**src/rtl/irq_cascade_ctrl.sv**
```systemverilog
module irq_cascade_ctrl #(
  parameter int NSRC = 23,
  parameter int AW   = 6,
  parameter int DW   = 32
) (
  input  logic            clk,
  input  logic            rst_n,
  input  logic [NSRC-1:0] src_i,
  input  logic [AW-1:0]   bus_addr,
  input  logic            bus_we,
  input  logic [DW-1:0]   bus_wdata,
  output logic [DW-1:0]   bus_rdata,
  output logic            irq_norm_o,
  output logic            irq_fast_o
);

  localparam logic [AW-1:0] OFS_ROUTE  = AW'(8'h00);
  localparam logic [AW-1:0] OFS_ENABLE = AW'(8'h04);
  localparam logic [AW-1:0] OFS_EN_CLR = AW'(8'h08);
  localparam logic [AW-1:0] OFS_EN_SET = AW'(8'h0C);
  localparam logic [AW-1:0] OFS_MODE   = AW'(8'h10);
  localparam logic [AW-1:0] OFS_POL    = AW'(8'h14);
  localparam logic [AW-1:0] OFS_SECURE = AW'(8'h18);
  localparam logic [AW-1:0] OFS_NSTAT  = AW'(8'h1C);
  localparam logic [AW-1:0] OFS_FSTAT  = AW'(8'h20);
  localparam logic [AW-1:0] OFS_RAW    = AW'(8'h24);
  localparam logic [AW-1:0] OFS_ACK    = AW'(8'h28);
  localparam logic [AW-1:0] OFS_SWTRIG = AW'(8'h2C);

  logic [NSRC-1:0] sync1, sync2, prev;
  logic [NSRC-1:0] route, en, mode, pol, secure, swtrig, lat;
  logic [NSRC-1:0] wd, edge_hit, pend, nstat, fstat;
  logic            unused_wdata_hi;

  assign wd              = bus_wdata[NSRC-1:0];
  assign unused_wdata_hi = ^bus_wdata[DW-1:NSRC];

  assign edge_hit = mode & ((sync2 & ~prev & ~pol) | (~sync2 & prev & pol));
  assign pend     = (mode & lat) | (~mode & (sync2 ^ pol)) | swtrig;
  assign nstat    = pend & en & ~route;
  assign fstat    = pend & en & route;

  always_ff @(posedge clk or negedge rst_n) begin
    if (!rst_n) begin
      sync1 <= '0; sync2 <= '0; prev <= '0;
      route <= '0; en <= '0; mode <= '0; pol <= '0;
      secure <= '0; swtrig <= '0; lat <= '0;
      irq_norm_o <= 1'b0; irq_fast_o <= 1'b0;
    end else begin
      sync1 <= src_i;
      sync2 <= sync1;
      prev  <= sync2;
      lat   <= ((lat & ~((bus_we && bus_addr == OFS_ACK) ? wd : '0)) | edge_hit) & mode;
      irq_norm_o <= |nstat;
      irq_fast_o <= |fstat;
      if (bus_we) begin
        case (bus_addr)
          OFS_ROUTE:  route  <= wd;
          OFS_ENABLE: en     <= wd;
          OFS_EN_SET: en     <= en | wd;
          OFS_EN_CLR: en     <= en & ~wd;
          OFS_MODE:   mode   <= wd;
          OFS_POL:    pol    <= wd;
          OFS_SECURE: secure <= wd;
          OFS_SWTRIG: swtrig <= wd;
          default: ;
        endcase
      end
    end
  end

  always_comb begin
    case (bus_addr)
      OFS_ROUTE:  bus_rdata = DW'(route);
      OFS_ENABLE: bus_rdata = DW'(en);
      OFS_MODE:   bus_rdata = DW'(mode);
      OFS_POL:    bus_rdata = DW'(pol);
      OFS_SECURE: bus_rdata = DW'(secure);
      OFS_NSTAT:  bus_rdata = DW'(nstat);
      OFS_FSTAT:  bus_rdata = DW'(fstat);
      OFS_RAW:    bus_rdata = DW'(pend);
      OFS_SWTRIG: bus_rdata = DW'(swtrig);
      default:    bus_rdata = '0;
    endcase
  end

  a_r2_upper_zero: assert property (@(posedge clk) disable iff (!rst_n)
    bus_rdata[DW-1:NSRC] == '0);

  a_r3_set_alias: assert property (@(posedge clk) disable iff (!rst_n)
    (bus_we && bus_addr == OFS_EN_SET) |=> ((en & $past(wd)) == $past(wd)));

  a_r3_clr_alias: assert property (@(posedge clk) disable iff (!rst_n)
    (bus_we && bus_addr == OFS_EN_CLR) |=> ((en & $past(wd)) == '0));

  a_r6_ack_clears: assert property (@(posedge clk) disable iff (!rst_n)
    (bus_we && bus_addr == OFS_ACK) |=> ((lat & $past(wd & ~edge_hit)) == '0));

  a_r6_edge_wins: assert property (@(posedge clk) disable iff (!rst_n)
    (|edge_hit) |=> ((lat & $past(edge_hit)) == $past(edge_hit)));

  a_r11_norm_set: assert property (@(posedge clk) disable iff (!rst_n)
    (|nstat) |=> irq_norm_o);

  a_r11_norm_clr: assert property (@(posedge clk) disable iff (!rst_n)
    !(|nstat) |=> !irq_norm_o);

  a_r7_fast_set: assert property (@(posedge clk) disable iff (!rst_n)
    (|fstat) |=> irq_fast_o);

  a_r7_fast_clr: assert property (@(posedge clk) disable iff (!rst_n)
    !(|fstat) |=> !irq_fast_o);

endmodule

```
**config.mk**
```make
export PLATFORM = sky130hd
export DESIGN_NAME = irq_cascade_ctrl
export DESIGN_NICKNAME = d
export VERILOG_FILES = /design/src/rtl/irq_cascade_ctrl.sv
export SDC_FILE = /design/constraint.sdc
export NUM_CORES = 1
export LEC_CHECK = 0
export BUFFER_PORTS_ARGS = -buffer_cell sky130_fd_sc_hd__buf_2
export CAP_MARGIN = 5
export CORE_ASPECT_RATIO = 1.2
export CORE_MARGIN = 4
export CORE_UTILIZATION = 50
export DETAILED_ROUTE_END_ITERATION = 12
export GPL_TIMING_DRIVEN = 0
export PLACE_DENSITY = 0.81
export SYNTH_ARGS = -nofsm -noshare
export SYNTH_HDL_FRONTEND = slang
export SYNTH_SLANG_ARGS = --single-unit
```
**constraint.sdc**
```tcl
create_clock -name clk -period 1.55 [get_ports clk]
set_input_delay 0.155 -clock clk [delete_from_list [all_inputs] [get_ports clk]]
set_output_delay 0.155 -clock clk [all_outputs]
set_load 0.05 [all_outputs]
```
==> flow_metrics.py <==
metrics = {
    "power_and_ir_drop": {
        "p_leak_nw": 6.77,
        "switching_share_pct": 30.0,
        "peakVddDrop_v": 0.000809,
        "seqPwrFrac_pct": 45.0,
        "powerDensity_nw_per_um2": 1110,
        "p_int_mw": 12.0,
        "power.total_mw": 17.1,
        "combPwrFrac_pct": 18.7,
        "power_frac_clock_pct": 36.3,
        "total_switching_power_mw": 5.12,
    },
    "grt": {
        "grt_start_max_net_pins": 121,
        "grt_overflow": 0,
        "grtUsageTotal_pct": 28.8,
        "antenna_found_initial": 0,
        "grt_pass1_wl_mm": 55.0,
        "grt_pass1_vias": 9846,
    },
    "floorplan": {
        "initial_core_util_pct": 51.1,
        "die_area_sq_um": 24700,
        "die_width_um": 144,
        "fp-row-count": 59,
        "die_h_um": 171,
        "coreArea_sq_um": 21800,
        "io_pins": 98,
    },
    "timing": {
        "setup_viol": 92,
        "rsz0062_at_grt": "true",
        "timing.fmax_mhz": 421,
        "finalCritPeriodShare_pct": 153,
        "hold_violations": 0,
        "setup_slack_ns": -0.824,
        "tightest_slew_ns": 0.640,
        "maxSlewHeadroom_pct": 57.3,
        "finalCriticalPeriod_ns": 2.37,
        "slew_viol_final": 0,
        "fin_skew_ns": 0.0107,
    },
    "critical_path": {
        "reg2regPathDepth": 6,
        "required_ns": 1.39,
        "path_class": "primary input to output pin",
        "r2r_start": "sync2[18]",
        "rr_endpoint": "irq_norm_o",
        "worst_setup_path_start_kind": "primary input",
        "end_kind": "output pin",
        "critPathArrivalTime_ns": 2.22,
        "r2r_setup_slack_ns": -0.37,
        "path_max_fanout": 10,
    },
    "run_status": {
        "violations": "negative setup slack",
        "status": "finished, violations left",
    },
    "place": {
        "placed_cells": 1389,
        "place_congestion": 0.971,
        "dpl.hpwl_mm": 22.4,
        "portBuffers": 78,
    },
    "worst_hold_path": {
        "min_path_cells": 3,
        "worstHoldEndpoint": "en[2]",
        "hold_class": "primary input to register",
        "hold_start": "bus_wdata[2]",
    },
    "drt": {
        "ant_nets": 0,
        "dr_total_vias": 10300,
        "drc": 0,
        "firstDrtPassIters": 8,
        "vias_per_cell": 6.71,
        "routed_wl_mm": 39.0,
        "wl_per_cell_um": 25.3,
        "drt_iter0_markers": 1794,
    },
    "synthesis": {
        "synth-seq-area-share_pct": 52.2,
        "synth_area_sq_um": 11100,
        "yosysUniqueCellTypes": 57,
        "synthFlopType": "dfrtp_1",
        "syn_avg_cell_area_sq_um": 10.8,
        "synth_edf_count": 0,
        "yosys_warnings": 0,
        "yosys_register_bits": 232,
        "async_reset_ff_share_pct": 100,
        "syn_inst": 1028,
    },
    "clocking": {
        "cts_root_buffer": "clkbuf_16",
        "clkTransAtPathRegs_ns": 0.07,
        "clk_latency_ns": 0.53,
        "cts_inserted_buffers": 24,
        "htree_levels": 1,
        "clock_sinks": 232,
        "cts_tree": "done",
        "cts_buffer_depth": 3,
    },
    "finish": {
        "diodes": 0,
        "post_route_cells_drive_above_1_share_pct": 41.6,
        "final_nets": 1314,
        "instances_no_fill": 1542,
        "nFillCells": 1288,
        "syn2layout_area_growth_pct": 38.4,
    },
    "job": {
        "cap_violations": 0,
    },
}
==> worst max path at each step <==
stage / start / end / slack, ns / cells after the start
after floorplan: bus_addr[1] / bus_rdata[12] / -0.74 / 7
after global placement: rst_n / sync2[22] / -3.73 / 1
after detailed placement: bus_addr[5] / bus_rdata[11] / -1.64 / 7
after CTS: bus_addr[0] / bus_rdata[9] / -0.65 / 8
after global routing: bus_addr[3] / bus_rdata[9] / -0.88 / 9
final: bus_addr[3] / bus_rdata[9] / -0.82 / 9
==> layout by cell type, fill, tap and decap left out, types with 14 or more instances in the layout <==
| cell type | netlist | final |
|---|---|---|
| clkbuf_8 | 0 | 14 |
| dlygate4sd3_1 | 0 | 46 |
| nand2b_1 | 29 | 20 |
| nand3_1 | 39 | 27 |
| dfrtp_2 | 0 | 21 |
| a21oi_1 | 55 | 28 |
| a21boi_0 | 16 | 16 |
| clkbuf_16 | 0 | 28 |
| o211ai_1 | 25 | 25 |
| buf_4 | 9 | 68 |
| dfrtp_1 | 232 | 211 |
| a22oi_1 | 30 | 30 |
| o22ai_1 | 41 | 15 |
| a21oi_2 | 0 | 23 |
| mux2_2 | 121 | 120 |
| nand2_1 | 118 | 108 |
| o21ai_1 | 1 | 22 |
| o22ai_2 | 0 | 16 |
| buf_2 | 14 | 53 |
| buf_6 | 1 | 29 |
| nor2b_1 | 19 | 14 |
| nor2_1 | 47 | 36 |
==> power groups by stage <==
stage | sequential [mW] | clock [mW] | combinational [mW]
5_1_grt | 7.74 | 6.47 | 3.37
2_1_floorplan | 7.42 | 0 | 1.57
3_5_place_dp | 7.56 | 0 | 2.31
4_1_cts | 7.50 | 6.20 | 2.68
6_report | 7.68 | 6.20 | 3.20
3_3_place_gp | 7.52 | 0 | 2.24
==> per-stage QoR <==
stage / util (%) / setup WS, ns / hold WS (ns) / TNS, ns / area (sq um)
after global placement: 55.7 / -3.73 / 0.262 / -981.45 / 12100
after floorplan: - / -0.738 / -0.141 / -9.18 / 11400
after detailed placement: 55.9 / -1.64 / 0.264 / -122.98 / 12200
after CTS: 66.3 / -0.654 / 0.0631 / -13.06 / 14400
after global routing: 70.7 / -0.883 / 0.141 / -19.25 / 15400
final: 70.7 / -0.824 / 0.112 / -19.73 / 15400
==> Yosys cell counts (7+ instances only) <==
cell type,instances,area (sq um)
a21boi_0,16,120
a21oi_1,55,275
a221oi_1,9,78.8
a222oi_1,12,120
a22oi_1,30,225
and3_1,7,43.8
and3b_1,9,78.8
buf_2,14,70.1
buf_4,9,67.6
clkbuf_1,27,101
dfrtp_1,232,5810
inv_1,8,30.0
mux2_2,121,1360
mux2i_1,12,120
nand2_1,118,443
nand2b_1,29,181
nand3_1,39,195
nand3b_1,8,60.1
nand4_1,11,68.8
nor2_1,47,176
nor2b_1,19,119
nor3_1,12,60.1
nor3b_1,7,52.6
o211ai_1,25,188
o21ai_0,37,185
o22ai_1,41,257
o31a_1,7,61.3
xnor2_1,12,105
xor2_1,7,61.3
==> worst max-delay path: stages <==
cell	delay, ns
buf_12	0.10
buf_4	0.13
nor4_4	0.47
nand2_1	0.17
buf_2	0.35
o22ai_2	0.17
nor2_1	0.07
o211ai_1	0.32
buf_4	0.27
==> per-layer routing <==
metal,part of all wire (%),up-vias,track usage [%]
li1,-,4260,-
met1,35,4924,37.3
met2,45,850,45.6
met3,12,314,5.42
met5,0,-,0
met4,8.5,0,16.1
==> layout make-up <==
| cell class | instances | area, sq um | share of cell area (%) |
|---|---|---|---|
| clock buffer | 35 | 723 | 4.70 |
| multi-input combinational | 745 | 6100 | 39.6 |
| clock inverter | 9 | 126 | 0.821 |
| tap | 274 | 343 | 2.23 |
| timing repair buffer | 194 | 1760 | 11.5 |
| sequential | 232 | 5830 | 37.9 |
| inverter | 8 | 30.0 | 0.195 |
| buffer | 45 | 480 | 3.12 |
==> timing repair <==
item                       in CTS  in global routing
gates cloned                    2                  2
hold buffers                   46                  0
resized for setup             169                175
pin swaps                      26                 61
setup endpoints to repair      83                199
hold endpoints to repair      244                  0
setup buffers                  36                 29
==> state kept, by name (all words and copies together) (netlist names) <==
| name | count |
|---|---|
| swtrig | 23 |
| secure | 23 |
| sync2 | 23 |
| prev | 23 |
| irq_fast_o | 1 |
| lat | 23 |
| en | 23 |
| sync1 | 23 |
| pol | 23 |
| irq_norm_o | 1 |
| mode | 23 |
| route | 23 |
==> logic make-up (layout without fill, tap and decap cells) <==
group	count (synthesis)	after routing	share of synthesized area (%)
compound gates	260	260	15.7
buf+inv	59	291	2.52
other cells	1	9	0.0337
xor+xnor	19	19	1.50
mux	133	133	13.3
simple gates	324	324	14.8
flops	232	232	52.2
Power figures use the tool's default switching activity.
